File: config.mk
export PLATFORM = sky130hd
export DESIGN_NAME = pio_strobe_timer
export DESIGN_NICKNAME = d
export VERILOG_FILES = /design/src/rtl/pio_timer_pkg.sv /design/src/rtl/pio_timing_regs.sv /design/src/rtl/pio_timing_decode.sv /design/src/rtl/pio_strobe_seq.sv /design/src/rtl/pio_strobe_timer.sv
export SDC_FILE = /design/constraint.sdc
export NUM_CORES = 1
export LEC_CHECK = 0
export ABC_CLOCK_PERIOD_IN_PS = 5600
export BUFFER_PORTS_ARGS = -buffer_cell sky130_fd_sc_hd__buf_2
export CAP_MARGIN = 20
export CORE_ASPECT_RATIO = 1.75
export CORE_UTILIZATION = 45
export CTS_CLUSTER_SIZE = 28
export DETAILED_ROUTE_END_ITERATION = 8
export SLEW_MARGIN = 40
export SYNTH_ARGS = -nofsm -noshare
export SYNTH_HDL_FRONTEND = slang
export SYNTH_SLANG_ARGS = --single-unit
export TNS_END_PERCENT = 100
File: constraint.sdc
create_clock -name clk -period 5.6 [get_ports clk]
set_input_delay 0.56 -clock clk [delete_from_list [all_inputs] [get_ports clk]]
set_output_delay 0.56 -clock clk [all_outputs]
set_load 0.01 [all_outputs]
File: src/rtl/pio_timer_pkg.sv
package pio_timer_pkg;
  localparam int CNT_W   = 5;
  localparam int SLOTS   = 4;
  localparam int IDX_W   = $clog2(SLOTS);
  localparam int CODE_W  = 8;

  typedef logic [CNT_W-1:0]  cnt_t;
  typedef logic [CODE_W-1:0] code_t;

  typedef enum logic [1:0] {
    ST_IDLE = 2'd0,
    ST_ACT  = 2'd1,
    ST_REC  = 2'd2,
    ST_DONE = 2'd3
  } seq_state_t;

  typedef struct packed {
    cnt_t act;
    cnt_t rec;
  } phase_cnt_t;
endpackage

File: src/rtl/pio_timing_regs.sv
module pio_timing_regs
  import pio_timer_pkg::*;
#(
  parameter code_t RESET_CODE = '0
) (
  input  logic             clk,
  input  logic             rst_n,
  input  logic             wr_en,
  input  logic [7:0]       wr_addr,
  input  code_t            wr_data,
  input  logic [IDX_W-1:0] rd_sel,
  output code_t            rd_code
);
  logic [IDX_W-1:0] wr_idx;
  code_t            slot_q [SLOTS];

  // slot index: address bit 7 is index bit 0, address bit 1 is index bit 1
  assign wr_idx = {wr_addr[1], wr_addr[7]};

  for (genvar i = 0; i < SLOTS; i++) begin : g_slot
    always_ff @(posedge clk) begin
      if (!rst_n)
        slot_q[i] <= RESET_CODE;
      else if (wr_en && (wr_idx == IDX_W'(i)) && (wr_data != slot_q[i]))
        slot_q[i] <= wr_data;
    end
  end

  assign rd_code = slot_q[rd_sel];
endmodule

File: src/rtl/pio_timing_decode.sv
module pio_timing_decode
  import pio_timer_pkg::*;
#(
  parameter bit NARROW = 1'b0
) (
  input  code_t      code,
  input  logic       fast_bus,
  output phase_cnt_t cnts
);
  cnt_t lo_full, lo_three, hi;

  assign lo_full  = cnt_t'(code[3:0]);
  assign lo_three = cnt_t'(code[2:0]);
  assign hi       = cnt_t'(code[7:4]);

  if (NARROW) begin : g_narrow
    always_comb begin
      if (fast_bus) begin
        cnts.act = cnt_t'(8)  - lo_three;
        cnts.rec = cnt_t'(18) - hi;
      end else begin
        cnts.act = cnt_t'(9)  - lo_three;
        cnts.rec = cnt_t'(15) - hi;
      end
    end
  end else begin : g_wide
    logic unused_fast;
    assign unused_fast = fast_bus;
    always_comb begin
      cnts.act = cnt_t'(17) - lo_full;
      cnts.rec = (code[7:4] > 4'd13) ? cnt_t'(2) : (cnt_t'(15) - hi);
    end
  end
endmodule

File: src/rtl/pio_strobe_seq.sv
module pio_strobe_seq
  import pio_timer_pkg::*;
(
  input  logic       clk,
  input  logic       rst_n,
  input  logic       req_valid,
  input  phase_cnt_t cnts,
  output logic       req_ready,
  output logic       strobe_n,
  output logic       busy,
  output logic       done
);
  seq_state_t state;
  cnt_t       cnt;
  cnt_t       rec_hold;

  always_ff @(posedge clk) begin
    if (!rst_n) begin
      state    <= ST_IDLE;
      cnt      <= '0;
      rec_hold <= '0;
    end else begin
      case (state)
        ST_IDLE: if (req_valid) begin
          state    <= ST_ACT;
          cnt      <= cnts.act - cnt_t'(1);
          rec_hold <= cnts.rec;
        end
        ST_ACT: begin
          if (cnt == '0) begin
            if (rec_hold == '0) begin
              state <= ST_DONE;
            end else begin
              state <= ST_REC;
              cnt   <= rec_hold - cnt_t'(1);
            end
          end else begin
            cnt <= cnt - cnt_t'(1);
          end
        end
        ST_REC: begin
          if (cnt == '0) state <= ST_DONE;
          else           cnt   <= cnt - cnt_t'(1);
        end
        default: state <= ST_IDLE;
      endcase
    end
  end

  assign req_ready = (state == ST_IDLE);
  assign busy      = (state != ST_IDLE);
  assign strobe_n  = (state != ST_ACT);
  assign done      = (state == ST_DONE);
endmodule

File: src/rtl/pio_strobe_timer.sv
module pio_strobe_timer
  import pio_timer_pkg::*;
#(
  parameter bit NARROW = 1'b0
) (
  input  logic       clk,
  input  logic       rst_n,
  input  logic       cfg_wr,
  input  logic [7:0] cfg_addr,
  input  logic [7:0] cfg_data,
  input  logic       fast_bus,
  input  logic       req_valid,
  input  logic [1:0] req_sel,
  output logic       req_ready,
  output logic       strobe_n,
  output logic       busy,
  output logic       done
);
  code_t      sel_code;
  phase_cnt_t sel_cnts;

  pio_timing_regs #(.RESET_CODE('0)) u_regs (
    .clk     (clk),
    .rst_n   (rst_n),
    .wr_en   (cfg_wr),
    .wr_addr (cfg_addr),
    .wr_data (cfg_data),
    .rd_sel  (req_sel),
    .rd_code (sel_code)
  );

  pio_timing_decode #(.NARROW(NARROW)) u_dec (
    .code     (sel_code),
    .fast_bus (fast_bus),
    .cnts     (sel_cnts)
  );

  pio_strobe_seq u_seq (
    .clk       (clk),
    .rst_n     (rst_n),
    .req_valid (req_valid),
    .cnts      (sel_cnts),
    .req_ready (req_ready),
    .strobe_n  (strobe_n),
    .busy      (busy),
    .done      (done)
  );
endmodule

Word-level counts from Yosys, hierarchy flattened

Memory sizes are Yosys's and may differ from the RTL's.
Cells that the tools add are included.

Mux-type cells: 28
Bitwise gates (word level): 4
Eq/ne operators: 16
Reduce and logical (&&, ||, !) cells: 17
$add $sub $neg: 5
$lt $le $gt $ge: 1

Operators with widths:

| cell                  | number |
|---|---|
| $mux W8               | 4 |
| $ne A8 B8 Y1          | 4 |
| $mux W5               | 5 |
| $pmux W5 S3           | 1 |
| $sub A5 B1 Y5 const B | 3 |
| $mux W1               | 14 |
| $logic_not A5 Y1      | 2 |
| $eq A2 B2 Y1 const B  | 4 |
| $logic_and A1 B1 Y1   | 8 |
| $mux W2               | 3 |
| $ne A2 B1 Y1 const B  | 3 |
| $pmux W2 S3           | 1 |
| $sub A4 B4 Y5 const A | 1 |
| $sub A5 B4 Y5 const A | 1 |
| $eq A2 B1 Y1 const B  | 2 |
| $gt A4 B4 Y1 const B  | 1 |
| $logic_not A2 Y1      | 2 |
| $ne A2 B2 Y1 const B  | 2 |
| $or A1 B1 Y1          | 4 |
| $reduce_and A4 Y1     | 1 |
| $ne A3 B3 Y1 const B  | 1 |
| $reduce_and A3 Y1     | 1 |
| $reduce_bool A3 Y1    | 1 |
| $reduce_and A2 Y1     | 1 |
| $reduce_bool A2 Y1    | 1 |

RAM bits: 32
Output and inout bits: 4
Input bits: 23
Register bits after elaboration: 12
Logic and storage cells: 75
Memories: 1

Memories:

| name          | depth | bits a word | rd ports | clocked after memory_dff | wr ports | RTL line              | text |
|---|---|---|---|---|---|---|---|
| u_regs.slot_q | 4     | 8           | 5        | 0                        | 4        | pio_timing_regs.sv:15 | `code_t slot_q [SLOTS];` |

Logic depth before layout (Yosys ltp)

Gate-level depths: netlist of the first run.

Word-level depth: 7
Mapped depth: 8
Mapped depth without buffers: 7

Cells and area by module

Synthesis of the first run repeated with hierarchy kept, for this count alone.

Cell total of the unflattened synthesis: 267
Area total of the unflattened synthesis: 2869.0 sq um

By module, submodules not included:

| module            | seq. area each (sq um) | area an instance (sq um) | instances | cells an instance |
|---|---|---|---|---|
| pio_timing_regs   | 960.9                  | 1864.3                   | 1         | 142 |
| pio_strobe_seq    | 240.2                  | 919.6                    | 1         | 112 |
| pio_timing_decode | 0.0                    | 85.1                     | 1         | 13 |

Least setup slack after synthesis of the first run

OpenSTA, ideal clock, no wires.

Kind: in2reg
Start: input port req_sel[0]
End: register u_seq.cnt[4]
Data required time: 5.531 ns
Data arrival time: 2.170 ns
Cell stages on the path: 8
Setup slack: 3.362 ns
Library setup time: 0.069 ns
Cells stage by stage: buf_6 > mux4_1 > inv_1 > ha_1 > or4b_1 > o21ai_1 > nand2_1 > a21oi_2

Word-level cells in the longest chain between the ends: 5

Ends and longest elaborated chain:

| what                 | RTL line                | text |
|---|---|---|
| start, declared      | pio_strobe_timer.sv:13  | `input logic [1:0] req_sel,` |
| $mem_v2 Z4 W8        | n/a                     |  |
| $sub A5 B4 Y5        | pio_timing_decode.sv:30 | `cnts.act = cnt_t'(17) - lo_full;` |
| $sub A5 B1 Y5        | pio_strobe_seq.sv:26    | `cnt <= cnts.act - cnt_t'(1);` |
| $mux W5              | pio_strobe_seq.sv:24    | `ST_IDLE: if (req_valid) begin` |
| $pmux W5 S3          | pio_strobe_seq.sv:23    | `case (state)` |
| end signal, assigned | pio_strobe_seq.sv:26    |  |
| end signal, assigned | pio_strobe_seq.sv:35    | `cnt <= rec_hold - cnt_t'(1);` |
| end signal, assigned | pio_strobe_seq.sv:38    | `cnt <= cnt - cnt_t'(1);` |
| end, declared        | pio_strobe_seq.sv:14    | `cnt_t cnt;` |

Every way passes these cells. The select of a mux whose other input is x is not followed.
A chain may end at the register's enable or synchronous reset.

==> results by group, run 1 <==
Timing
  • Setup repair after global routing missed its margin: no
  • Total of endpoints with negative setup slack in the final report: 0
  • Relative max-transition margin: 0.445
  • Slew Viols, Final: 0
  • Actual transition at the worst max-transition pin: 0.832 ns
  • Timing-limited maximum frequency: 435 MHz
  • Count of final hold-check violations: 0
  • Final worst path period need: 2.30 ns
  • Worst Hold Slack: 0.469 ns
  • Setup total negative slack: 0 ns
  • Final critical-path share of the clock period: 0.410
  • Clock skew after layout: 0.00514 ns

Floorplan
  • FP Rows: 36
  • Starting density of the core: 0.463
  • Vert. Die Dim: 102 um
  • Die W: 59.0 um
  • Top Ports: 27
  • Area inside the core boundary: 0.00554 mm2
  • Overall die area: 0.00601 mm2

Synth
  • Post-synth EDFFs: 32
  • Nets in the synthesized netlist: 276
  • Cell taking the most area after synthesis: edfxtp_1
  • Most repeated cell in the gate-level netlist after synthesis: xnor2_1
  • Synth cell count leaders: 36 x xnor2_1, 33 x nor2_1, 32 x edfxtp_1
  • Share of Yosys cell area claimed by the top area cell type: 0.375
  • Synthesized flop and latch total: 43
  • Gate Count Post-Synth: 244
  • Sequential element share of the synthesized area: 0.461
  • Cell types with the largest area share after synthesis: edfxtp_1 38%, xnor2_1 12%, dfxtp_1 8.6%
  • Post-synth cell types: 33
  • Post-Syn Area: 0.00256 mm2
  • Synthesized area divided by synthesized cell count: 10.5 um2
  • Leading register cell type out of synthesis: edfxtp_1
  • Count of warnings emitted by yosys: 0
  • Asr flop ratio synth: 0

Global routing
  • Global router's overall resource usage: 0.194
  • First-pass GRT wire length: 8360 um
  • Aggregate global routing overflow: 0
  • Number of global-route vias before repair: 1,795
  • Maximum number of pins on one net before global-route repair: 17
  • Antenna violations before repair: 0

Clock tree
  • CTS max path bufs: 2
  • Root Driver: clkbuf_8
  • Count of hold buffers inserted by post-cts repair: 0
  • Number of buffers created by CTS: 5
  • CTS H-Tree Depth: 2
  • Worst-skew pair later-pin latency: 0.30 ns
  • Total number of clock tree sinks: 43
  • Clock transition at path regs: 0.08 ns
  • Post-CTS Repair Setup Buffers: 0
  • Clock tree from TritonCTS: built
  • Gates resized, CTS repair: 0

Flow run
  • Maximum capacitance violations: 0

Layout
  • Proportion of layout cells with a drive suffix above 1: 0.113
  • Ant diodes: 0
  • Post-route non-filler standard cell count: 333
  • Final #Nets: 289
  • Post-layout utilization of the core: 0.502
  • Count of filler cells inserted in the layout: 530
  • Layout overhead on the synthesized area: 8.50%
  • Register area: 0.00118 mm2
  • Multi-input gate area: 0.00128 mm2

Outcome
  • Run status: finished clean

Route
  • Number of DRC violations after detailed routing: 0
  • Router iterations before antenna repair: 4
  • Detailed Route Iter0 Violations: 97
  • Antenna Violating Nets Remaining: 0
  • WL final: 5310 um
  • Post-detailed-route via-to-cell ratio: 5.35
  • Detailed-route wire length per cell: 16.0 um
  • Total vias in the final route: 1,780

Worst hold path
  • Class of the tightest hold or removal check: flip-flop to flip-flop
  • Worst Hold End: u_seq.cnt[1]
  • Hold-critical path depth: 2
  • Startpoint of the lowest-slack hold path: u_seq.cnt[1]

Placement
  • Placer's final routability congestion estimate: 0.815
  • Half-perimeter wire length of the detailed placement result: 4280 um
  • Buffers on Ports: 19
  • Placed cells: 326

Critical path
  • Reg-to-Reg Start: u_regs.slot_q[3][2]
  • Flop-to-flop setup slack: 3.30 ns
  • Required time reported for the critical path endpoint: 5.55 ns
  • Critical Setup Path Class: flip-flop to flip-flop
  • Critical path fanouts, max: 9
  • R2R Path End: u_regs.slot_q[3][5]
  • Nature of the critical path startpoint: flip-flop
  • Arrival time reported for the critical path endpoint: 2.24 ns
  • Depth of the worst register-to-register path: 4
  • Category of the worst setup path capture point: flip-flop

Power and ir drop
  • Worst vdd ir: 178 uV
  • Power per standard cell area: 352 mW/mm2
  • Leakage: 0.987 nW
-- registers in the layout, summed over array words and instances, names as in the netlist --
name and count:
u_seq.rec_hold 4, u_seq.cnt 5, u_seq.state 2, u_regs.slot_q 32
-- cell type report --
class / count / area share
clock buffer: 5 / 0.0248
clock inverter: 2 / 0.00315
inverter: 14 / 0.0189
multi-input combinational: 174 / 0.460
sequential: 43 / 0.425
tap: 76 / 0.0342
timing repair buffer: 19 / 0.0342
-- placed cells by master (no fill, tap or decap), drive strengths merged, types with 3 or more instances in the layout --
| master | n |
|---|---|
| xnor2 | 36 |
| nor2 | 33 |
| edfxtp | 32 |
| nand2 | 21 |
| buf | 19 |
| inv | 13 |
| o21ai | 12 |
| dfxtp | 11 |
| a21oi | 10 |
| ha | 9 |
| nand4 | 8 |
| and2 | 8 |
| mux4 | 8 |
| clkbuf | 5 |
| nor3 | 4 |
| nor3b | 3 |
| a31oi | 3 |
| clkinv | 3 |
-- kinds of logic after synthesis --
logic type / Yosys count / share of synthesized area
buffers and inverters: 27 / 0.0425
AND/OR/NAND/NOR: 81 / 0.148
XOR/XNOR: 38 / 0.130
multiplexers: 10 / 0.0869
flip-flops: 43 / 0.461
adder cells (fa/ha/maj): 9 / 0.0439
AO/OA/AOI/OAI: 36 / 0.0874
-- routing by layer --
metal  up-vias  routed length [um]  GRT usage
met4         0                 212      0.112
met3        18                 173     0.0354
li1        886                   -          -
met1       835                1880      0.178
met5         -                   0          0
met2        41                3050      0.378
-- where the power goes --
group	total [mW]	leakage, nW	internal [mW]	switching, mW
combinational	0.368	0.540	0.160	0.208
sequential	0.426	0.406	0.387	0.0396
clock	0.184	0.0414	0.0830	0.101
total	0.978	0.987	0.630	0.348
-- stage by stage --
step           worst slack [ns]  cell area [um2]  total power, mW
2_1_floorplan              3.36             2560            0.712
3_3_place_gp               3.02             2700            0.801
3_5_place_dp               2.99             2700            0.807
4_1_cts                    3.30             2770            0.990
5_1_grt                    3.23             2780             1.05
6_report                   3.30             2780            0.978
-- critical path, stage by stage, from the launching register on --
cell and delay, ns:
edfxtp_1 0.43, xnor2_1 0.23, nand4_1 0.12, o2111ai_1 0.71, nand2_1 0.45
-- how the worst max path moves through the flow --
stage | depth (start not counted) | to | start
floorplan | 8 | u_seq.cnt[4] | req_sel[0]
global placement | 5 | u_regs.slot_q[3][1] | cfg_data[7]
detailed placement | 5 | u_regs.slot_q[3][2] | cfg_data[7]
CTS | 4 | u_regs.slot_q[3][4] | u_regs.slot_q[3][7]
global route | 4 | u_regs.slot_q[0][7] | u_regs.slot_q[0][3]
finish | 4 | u_regs.slot_q[3][5] | u_regs.slot_q[3][2]
No activity file was read; power rests on OpenSTA's default activity.
==> run 2, diff against run 1 <==
--- a/config.mk
+++ b/config.mk
@@ -5,7 +5,8 @@
 export SDC_FILE = /design/constraint.sdc
 export NUM_CORES = 1
 export LEC_CHECK = 0
-export ABC_CLOCK_PERIOD_IN_PS = 5600
+export ABC_AREA = 1
+export ABC_CLOCK_PERIOD_IN_PS = 2320
 export BUFFER_PORTS_ARGS = -buffer_cell sky130_fd_sc_hd__buf_2
 export CAP_MARGIN = 20
 export CORE_ASPECT_RATIO = 1.75
==> constraint.sdc (replaced) <==
create_clock -name clk -period 2.32 [get_ports clk]
set_input_delay 0.232 -clock clk [delete_from_list [all_inputs] [get_ports clk]]
set_output_delay 0.232 -clock clk [all_outputs]
set_load 0.01 [all_outputs]
==> run 2 against run 1 <==
Net effect: via count rose by 32%; sequential cell count did not move; global-route usage rose by 2.9 points; fmax rose by 28%; register-to-register slack got worse by 2.8 ns; first-iteration DRC count fell by 1.0%; sequential share of layout area fell by 3.0 points; core utilization rose by 0.26 points; count of clock-buffer cells in the layout did not move; critical endpoint is now u_seq.cnt[4].
==> results by group, run 2 <==
Synth
  • Sequential element share of the synthesized area: 0.427
  • Post-synth EDFFs: 32
  • Synthesized area divided by synthesized cell count: 7.50 um2
  • Post-Syn Area: 0.00277 mm2
  • Most repeated cell in the gate-level netlist after synthesis: nand2_1
  • Synth cell count leaders: 94 x nand2_1, 47 x nor2_1, 43 x inv_1
  • Asr flop ratio synth: 0
  • Count of warnings emitted by yosys: 0
  • Share of Yosys cell area claimed by the top area cell type: 0.347
  • Gate Count Post-Synth: 369
  • Synthesized flop and latch total: 43
  • Nets in the synthesized netlist: 401
  • Cell types with the largest area share after synthesis: edfxtp_1 35%, nand2_1 13%, dfxtp_1 8.0%
  • Post-synth cell types: 28
  • Leading register cell type out of synthesis: edfxtp_1
  • Cell taking the most area after synthesis: edfxtp_1

Critical path
  • Reg-to-Reg Start: u_seq.state[0]
  • Flop-to-flop setup slack: 0.52 ns
  • Required time reported for the critical path endpoint: 2.56 ns
  • Depth of the worst register-to-register path: 8
  • R2R Path End: u_seq.cnt[4]
  • Category of the worst setup path capture point: flip-flop
  • Arrival time reported for the critical path endpoint: 2.04 ns
  • Nature of the critical path startpoint: flip-flop
  • Critical Setup Path Class: flip-flop to flip-flop
  • Critical path fanouts, max: 6

Placement
  • Placer's final routability congestion estimate: 0.849
  • Placed cells: 460
  • Half-perimeter wire length of the detailed placement result: 5250 um
  • Place WS: 0.530 ns
  • Buffers on Ports: 19

Power and ir drop
  • Switching power: 1.06 mW
  • Final Total Pwr: 2.58 mW
  • Seq pwr share: 0.395
  • Switching fraction of total power: 0.409
  • P_int: 1.52 mW
  • Combinational group share of total power: 0.432
  • Worst vdd ir: 399 uV
  • Clock network fraction of design power: 0.172
  • Leakage: 1.31 nW
  • Power per standard cell area: 864 mW/mm2

Global routing
  • Global router's overall resource usage: 0.223
  • Antenna violations before repair: 0
  • Number of global-route vias before repair: 2,238
  • First-pass GRT wire length: 10,400 um
  • Maximum number of pins on one net before global-route repair: 20
  • Aggregate global routing overflow: 0

Route
  • Uppermost signal routing layer after detailed routing: met4
  • Router iterations before antenna repair: 4
  • Detailed Route Iter0 Violations: 96
  • Detailed-route wire length per cell: 13.8 um
  • Antenna Violating Nets Remaining: 0
  • Total length of routed met2 wires: 3760 um
  • Routed metal-1 wire length: 2380 um
  • Post-detailed-route via-to-cell ratio: 5.04
  • Amount of wire on met3 after detailed routing: 148 um
  • Number of DRC violations after detailed routing: 0
  • Total vias in the final route: 2,355
  • WL final: 6430 um

Floorplan
  • Starting density of the core: 0.467
  • Area inside the core boundary: 0.00593 mm2
  • Overall die area: 0.00648 mm2
  • FP Rows: 37
  • Vert. Die Dim: 106 um
  • Top Ports: 27
  • Die W: 61.3 um

Clock tree
  • Gates resized, CTS repair: 0
  • Number of buffers created by CTS: 5
  • Clock tree from TritonCTS: built
  • Count of hold buffers inserted by post-cts repair: 0
  • CTS H-Tree Depth: 2
  • Total number of clock tree sinks: 43
  • Post-CTS Repair Setup Buffers: 0
  • Clock transition at path regs: 0.08 ns
  • Root Driver: clkbuf_8
  • Worst-skew pair later-pin latency: 0.30 ns
  • CTS max path bufs: 2

Layout
  • Most frequent cells in the layout: 94 x nand2_1, 47 x nor2_1, 43 x inv_1, 33 x nand3_1, 32 x edfxtp_1
  • Post-route non-filler standard cell count: 467
  • Largest register FFs: 32
  • Commonest non-fill, non-tap cell in the layout: nand2_1
  • Proportion of layout cells with a drive suffix above 1: 0.121
  • Register containing the most flip-flops in the final layout: u_regs.slot_q
  • Largest registers: u_regs.slot_q (32), u_seq.cnt (5), u_seq.rec_hold (4)
  • Ant diodes: 0
  • Layout overhead on the synthesized area: 8.00%
  • Final #Nets: 421

Timing
  • Final critical-path share of the clock period: 0.775
  • Total of endpoints with negative setup slack in the final report: 0
  • Actual transition at the worst max-transition pin: 0.328 ns
  • Setup repair after global routing missed its margin: no
  • Worst Hold Slack: 0.246 ns
  • Setup total negative slack: 0 ns
  • Count of final hold-check violations: 0
  • Clock skew after layout: 0.00886 ns
  • Slew Viols, Final: 0
  • Final worst path period need: 1.80 ns
  • Relative max-transition margin: 0.781
  • Crit path setup slack, layout: 0.522 ns
  • Timing-limited maximum frequency: 556 MHz

Worst hold path
  • Hold-critical path depth: 4
  • Worst Hold End: u_seq.rec_hold[0]
  • Startpoint of the lowest-slack hold path: req_valid
  • Class of the tightest hold or removal check: input pin to flip-flop

Flow run
  • Maximum capacitance violations: 0

Outcome
  • Run status: finished clean
[run 2: cell count changes in the layout (fill, tap and decap cells not counted), moves of 7 or more]
cell | before | now
nand2_1 | 21 | 94
nand3_1 | 0 | 33
inv_1 | 13 | 43
xnor2_1 | 36 | 9
nor2_1 | 33 | 47
a21oi_1 | 9 | 19
and2_1 | 8 | 0
or2_2 | 0 | 7
[run 2: power by group through the flow]
| stage | logic, mW | clock network (mW) | registers, mW |
|---|---|---|---|
| global route | 1.29 | 0.490 | 1.04 |
| floorplan | 0.841 | 0 | 1.01 |
| global placement | 1.10 | 0 | 1.03 |
| detailed placement | 1.12 | 0 | 1.04 |
| CTS | 1.12 | 0.467 | 1.02 |
| finish | 1.12 | 0.445 | 1.02 |
[run 2: logic make-up after synthesis]
group	count (synthesis)	synth area share
buffers and inverters	55	0.0841
and+or+nand+nor	204	0.321
DFF	43	0.427
adders and majority gates	9	0.0407
AOI/OAI and AO/OA	48	0.0963
xor gates and xnor gates	10	0.0316
[run 2: worst max path at each step]
stage,start,to,slack (ns),cells past startpoint
floorplan,u_seq.state[0],u_seq.cnt[1],0.79,8
CTS,u_seq.state[0],u_seq.cnt[4],0.51,8
global route,u_seq.state[0],u_seq.cnt[4],0.32,8
detailed placement,u_seq.state[0],u_seq.cnt[4],0.53,8
finish,u_seq.state[0],u_seq.cnt[4],0.52,8
global placement,u_seq.state[0],u_seq.cnt[4],0.55,8
[run 2: worst max-delay path: stages, from the launching register on]
cell	delay [ns]
dfxtp_1	0.41
inv_1	0.09
ha_1	0.40
inv_1	0.13
a21oi_1	0.26
nand2_1	0.08
o21ai_0	0.18
nand2_1	0.07
a21oi_1	0.11
[run 2: routing by layer]
layer | GRT usage | up-vias
met5 | 0 | -
met4 | 0.0860 | 0
met3 | 0.0405 | 11
met2 | 0.418 | 33
met1 | 0.229 | 1072
li1 | - | 1239
[run 2: layout make-up]
cell class,instances,area (um2)
multi-input cells,271,1350
clock buffers,5,68.8
fillers,670,2940
well taps,78,97.6
flip-flops and latches,43,1180
inverters,49,184
repair buffers,19,95.1
clock inverters,2,8.76
[run 2: stage by stage]
step,util,cell area (um2)
final,0.504,2990
after global routing,0.504,2990
after CTS,0.504,2990
after detailed placement,0.491,2910
after global placement,0.491,2910
after floorplan,-,2770
